## src/rtl/wsc_pkg.sv

```systemverilog
package wsc_pkg;
  typedef enum logic [1:0] {
    ST_OFF      = 2'd0,
    ST_WAITING  = 2'd1,
    ST_SAW_IDLE = 2'd2,
    ST_RELEASE  = 2'd3
  } wait_state_t;
endpackage

```

## src/rtl/wsc_switch_sync.sv

```systemverilog
module wsc_switch_sync #(
  parameter int STAGES = 2
) (
  input  logic clk,
  input  logic rst_n,
  input  logic sw_async,
  output logic lvl,
  output logic fell,
  output logic rose
);
  logic [STAGES-1:0] chain;
  logic              prev;

  for (genvar i = 0; i < STAGES; i++) begin : g_stage
    if (i == 0) begin : g_first
      always_ff @(posedge clk) begin
        if (!rst_n) chain[0] <= 1'b1;
        else        chain[0] <= sw_async;
      end
    end else begin : g_rest
      always_ff @(posedge clk) begin
        if (!rst_n) chain[i] <= 1'b1;
        else        chain[i] <= chain[i-1];
      end
    end
  end

  always_ff @(posedge clk) begin
    if (!rst_n) prev <= 1'b1;
    else        prev <= chain[STAGES-1];
  end

  assign lvl  = chain[STAGES-1];
  assign fell = prev & ~lvl;
  assign rose = ~prev & lvl;
endmodule

```

## src/rtl/wsc_entry.sv

```systemverilog
module wsc_entry #(
  parameter int AW       = 17,
  parameter int TRAP_LOC = 'h40
) (
  input  logic          clk,
  input  logic          rst_n,
  input  logic          issue_valid,
  input  logic          is_indirect,
  input  logic          ind_ok,
  input  logic [AW-1:0] cur_pc,
  input  logic          busy,
  output logic          enter,
  output logic          pc_load,
  output logic [AW-1:0] pc_value,
  output logic          trap_req,
  output logic [AW-1:0] trap_vec
);
  localparam logic [AW-1:0] VEC = AW'(TRAP_LOC);
  logic accepted, bad_ref;

  assign accepted = issue_valid & ~busy;
  assign bad_ref  = is_indirect & ~ind_ok;
  assign enter    = accepted & ~bad_ref;
  assign trap_vec = VEC;

  always_ff @(posedge clk) begin
    if (!rst_n) begin
      pc_load  <= 1'b0;
      trap_req <= 1'b0;
      pc_value <= '0;
    end else begin
      pc_load  <= enter;
      trap_req <= accepted & bad_ref;
      if (enter) pc_value <= cur_pc + AW'(1);
    end
  end

  // the load strobe is a single-cycle pulse
  assert_pc_load_single_R2: assert property (@(posedge clk) disable iff (!rst_n)
    pc_load |=> !pc_load);
  // a held-off issue leaves no trace
  assert_busy_issue_ignored_R9: assert property (@(posedge clk) disable iff (!rst_n)
    (busy && issue_valid) |=> (!pc_load && !trap_req));
endmodule

```

## src/rtl/wsc_wait_fsm.sv

```systemverilog
module wsc_wait_fsm
  import wsc_pkg::*;
(
  input  logic clk,
  input  logic rst_n,
  input  logic enter,
  input  logic irq,
  input  logic sw_fell,
  input  logic sw_rose,
  output logic stall,
  output logic resume
);
  wait_state_t st, st_nx;

  always_comb begin
    st_nx = st;
    unique case (st)
      ST_OFF:      if (enter) st_nx = ST_WAITING;
      ST_WAITING:  if (irq) st_nx = ST_RELEASE;
                   else if (sw_fell) st_nx = ST_SAW_IDLE;
      ST_SAW_IDLE: if (irq || sw_rose) st_nx = ST_RELEASE;
      ST_RELEASE:  st_nx = enter ? ST_WAITING : ST_OFF;
      default:     st_nx = ST_OFF;
    endcase
  end

  always_ff @(posedge clk) begin
    if (!rst_n) st <= ST_OFF;
    else        st <= st_nx;
  end

  assign stall  = (st == ST_WAITING) || (st == ST_SAW_IDLE);
  assign resume = (st == ST_RELEASE);

  // interrupt during the wait always releases
  assert_irq_releases_R5: assert property (@(posedge clk) disable iff (!rst_n)
    (stall && irq) |=> resume);
  // no release event, no release
  assert_stall_holds_R4: assert property (@(posedge clk) disable iff (!rst_n)
    (stall && !irq && !sw_rose) |=> stall);
  // release lasts one cycle with stall low
  assert_resume_pulse_R8: assert property (@(posedge clk) disable iff (!rst_n)
    resume |-> (!stall ##1 !resume));
endmodule

```

## src/rtl/wait_state_ctrl.sv

```systemverilog
module wait_state_ctrl #(
  parameter int AW          = 17,
  parameter int TRAP_LOC    = 'h40,
  parameter int SYNC_STAGES = 2
) (
  input  logic          clk,
  input  logic          rst_n,
  input  logic          issue_valid,
  input  logic          is_indirect,
  input  logic          ind_ok,
  input  logic [AW-1:0] cur_pc,
  input  logic          irq,
  input  logic          sw_run,
  output logic          stall,
  output logic          pc_load,
  output logic [AW-1:0] pc_value,
  output logic          trap_req,
  output logic [AW-1:0] trap_vec,
  output logic          resume
);
  logic enter, sw_lvl, sw_fell, sw_rose;

  wsc_switch_sync #(.STAGES(SYNC_STAGES)) u_sync (
    .clk(clk), .rst_n(rst_n), .sw_async(sw_run),
    .lvl(sw_lvl), .fell(sw_fell), .rose(sw_rose)
  );

  wsc_entry #(.AW(AW), .TRAP_LOC(TRAP_LOC)) u_entry (
    .clk(clk), .rst_n(rst_n), .issue_valid(issue_valid),
    .is_indirect(is_indirect), .ind_ok(ind_ok), .cur_pc(cur_pc),
    .busy(stall), .enter(enter), .pc_load(pc_load), .pc_value(pc_value),
    .trap_req(trap_req), .trap_vec(trap_vec)
  );

  wsc_wait_fsm u_fsm (
    .clk(clk), .rst_n(rst_n), .enter(enter), .irq(irq),
    .sw_fell(sw_fell), .sw_rose(sw_rose), .stall(stall), .resume(resume)
  );

  logic unused_lvl;
  assign unused_lvl = sw_lvl;

  // a trap never comes with a wait or a load
  assert_trap_alone_R3: assert property (@(posedge clk) disable iff (!rst_n)
    trap_req |-> (!stall && !pc_load));
  // a load always opens a wait
  assert_load_with_stall_R2: assert property (@(posedge clk) disable iff (!rst_n)
    pc_load |-> stall);
endmodule

```

## config.mk

```make
export PLATFORM = sky130hd
export DESIGN_NAME = wait_state_ctrl
export DESIGN_NICKNAME = d
export VERILOG_FILES = /design/src/rtl/wsc_pkg.sv /design/src/rtl/wsc_switch_sync.sv /design/src/rtl/wsc_entry.sv /design/src/rtl/wsc_wait_fsm.sv /design/src/rtl/wait_state_ctrl.sv
export SDC_FILE = /design/constraint.sdc
export NUM_CORES = 1
export LEC_CHECK = 0
export BUFFER_PORTS_ARGS = -buffer_cell sky130_fd_sc_hd__buf_2
export CAP_MARGIN = 0
export CORE_MARGIN = 2
export CORE_UTILIZATION = 45
export DETAILED_ROUTE_END_ITERATION = 7
export GPL_TIMING_DRIVEN = 0
export PLACE_DENSITY = 0.83
export SLEW_MARGIN = 20
export SYNTH_ARGS = -nofsm -noshare
export SYNTH_HDL_FRONTEND = slang
export SYNTH_SLANG_ARGS = --single-unit
export TNS_END_PERCENT = 30
```

## constraint.sdc

```tcl
create_clock -name clk -period 3.7 [get_ports clk]
set_clock_uncertainty 0.15 [all_clocks]
set_input_delay 0.74 -clock clk [delete_from_list [all_inputs] [get_ports clk]]
set_output_delay 0.74 -clock clk [all_outputs]
set_load 0.005 [all_outputs]
```

==> results.json <==
{
  "status": "completed",
  "power_density_nw_per_um2": 471.6,
  "grtUsageTotal_pct": 16.69,
  "num_vias": 1196,
  "setup_tns_ps": 0,
  "drive_gt1_share_pct": 33.79,
  "min_period_over_period_pct": 58.83,
  "crit_type": "reg2out",
  "drt-wirelength-per-cell_microns": 10.86,
  "dieArea_sq_um": 3505,
  "cts_buffers": 3,
  "drt_wl_total_microns": 2737,
  "core_area_sq_um": 2978,
  "finalCoreUtilization_pct": 57.77,
  "dr.pass1.iters": 4,
  "synth_edf_count": 0,
  "leakagePower_nw": 0.8486,
  "timing.fmax_mhz": 459.4,
  "finalSetupViolCount": 0,
  "cts_max_level": 1,
  "port_buffers": 43,
  "n_antenna_cell": 0,
  "ios": 62,
  "endpoint_kind": "primary output",
  "area_growth_pct": 25.46,
  "r2r-start": "u_fsm.st[0]$_SDFFE_PN0P_",
  "avgSynthCellArea_sq_um": 8.734,
  "ys_seq_area_share_pct": 35.04,
  "timing.final.hold_violations": 0,
  "start_util_pct": 46.05,
  "grt_max_degree": 14,
  "ys.flop_type": "dfxtp_1",
  "rows": 20,
  "slew_viol_final": 0,
  "overflow": 0,
  "worstHoldStart": "u_sync.chain[0]$_SDFF_PN1_",
  "drc": 0,
  "ys_async_sr_fraction_pct": 0,
  "antenna_found_initial": 0,
  "clk_pin_slew_worst_paths_ps": 120,
  "drv_cap": 0,
  "grt_setup_unrepaired": "no",
  "startpoint": "u_fsm.st[0]$_SDFFE_PN0P_",
  "cts_tree": "done",
  "clock_path_buffers": 2,
  "crit_arrival_ps": 1290,
  "drt-initial-drc-count": 36,
  "postRouteAntennaNets": 0,
  "dpl.cell_count": 248,
  "path_max_fanout": 4,
  "final_cell_count_no_fill": 252,
  "root_buffer": "clkbuf_4",
  "die_height_microns": 59.20,
  "die_w_microns": 59.20,
  "viasPerCell": 4.746,
  "hold_class": "reg2reg",
  "nNetsFinal": 250,
  "clkSinkCount": 24,
  "place.gp.congestion": 0.7957,
  "grt_pass1_wl_microns": 4464,
  "cts_resized": 0,
  "worst_ep_required_time_ps": 2810,
  "critPathLaunchType": "flip-flop",
  "yosysWarnings": 0,
  "cts_setup_buffers": 0,
  "holdBufCountCts": 0,
  "grt_pass1_vias": 1065,
  "ir_worst_vdd_uv": 219.3,
  "dpl.hpwl_microns": 2182,
  "clkLatencyLatePin_ps": 310,
  "ys_types": 35,
  "finalCriticalPeriod_ps": 2177,
  "netlist_area_sq_um": 1371,
  "yosys_register_bits": 24,
  "synth_cells": 157
}
## layout make-up
cell class,count,area [sq um]
flip-flops and latches,24,480.5
plain buffers,24,165.2
clock buffers,4,36.28
repair buffers,43,215.2
inverters,4,15.01
fillers,293,1257
well taps,33,41.29
multi-input cells,120,767.0
## sequential cells by signal, summed over array words and instances (netlist names)
signal and flops:
u_sync.prev 1, u_fsm.st 2, u_sync.lvl 1, u_entry.pc_load 1, u_entry.pc_value 17, u_sync.chain 1
u_entry.trap_req 1
## critical path, cell delays in order, from the launching register on
cell	delay, ps
dfxtp_1	400
inv_1	100
ha_1	340
buf_2	140
## cell usage after synthesis (all sizes together) (4+ instances only)
cell type  instances  area, sq um
nand4              7        50.05
inv                4        15.01
ha                 6        75.07
and3               4        30.03
dfxtp             24        480.5
xnor2              8        70.07
nand2             11        41.29
a21oi             12        60.06
xor2               5        43.79
nand3              4        25.02
buf               21        153.9
o21ai             16        80.07
nand2b             5        31.28
## where the power goes
group	internal, mW	switching [mW]
Combinational	0.156	0.170
Sequential	0.321	0.0321
Clock	0.0601	0.0725
Total	0.537	0.275
## final timing paths
kind,end,slack [ps],depth (start not counted)
min reg2reg,u_sync.lvl$_SDFF_PN1_,280,1
max reg2reg,u_entry.pc_value[9]$_SDFFE_PN0N_,1540,7
max,stall,1520,3
min,u_sync.lvl$_SDFF_PN1_,280,1
## stage by stage
step	power, mW	cell area [sq um]	hold slack [ps]	setup slack [ps]
final	0.8113	1720	281.5	1523
after global routing	0.8735	1720	304.8	1376
after CTS	0.8218	1720	287.7	1505
after detailed placement	0.6844	1684	255.4	1535
after global placement	0.6753	1684	242.3	1545
after floorplan	0.5654	1428	236.3	1775
## cell families (layout without fill, tap and decap cells)
| group | after synthesis | in the layout | synth area share, % |
|---|---|---|---|
| mux | 3 | 3 | 2.190 |
| simple gates | 46 | 46 | 20.62 |
| fa+ha+maj | 6 | 6 | 5.474 |
| compound gates | 35 | 35 | 14.69 |
| xor+xnor | 13 | 13 | 8.303 |
| flops | 24 | 24 | 35.04 |
| buf+inv | 28 | 75 | 13.14 |
| other cells | 2 | 17 | 0.5476 |
## cell usage in the layout, fill, tap and decap left out, drive strengths merged, types with 4 or more instances in the layout
cell and count:
nand2 11, inv 4, and3 4, conb 17
buf 64, nand2b 5, xor2 5, nand4 7
nand3 4, ha 6, dfxtp 24, o21ai 16
xnor2 8, a21oi 12, clkbuf 7
## routing by layer
layer	vias to the layer above	share of wire [%]	wire length, microns	track usage, %
met1	516	44	1217	20.16
met3	4	5.1	139	4.367
li1	638	-	-	-
met2	38	49	1352	28.26
met5	-	0	0	0
met4	0	0.99	27	6.169
(Power assumes the default switching activity.)
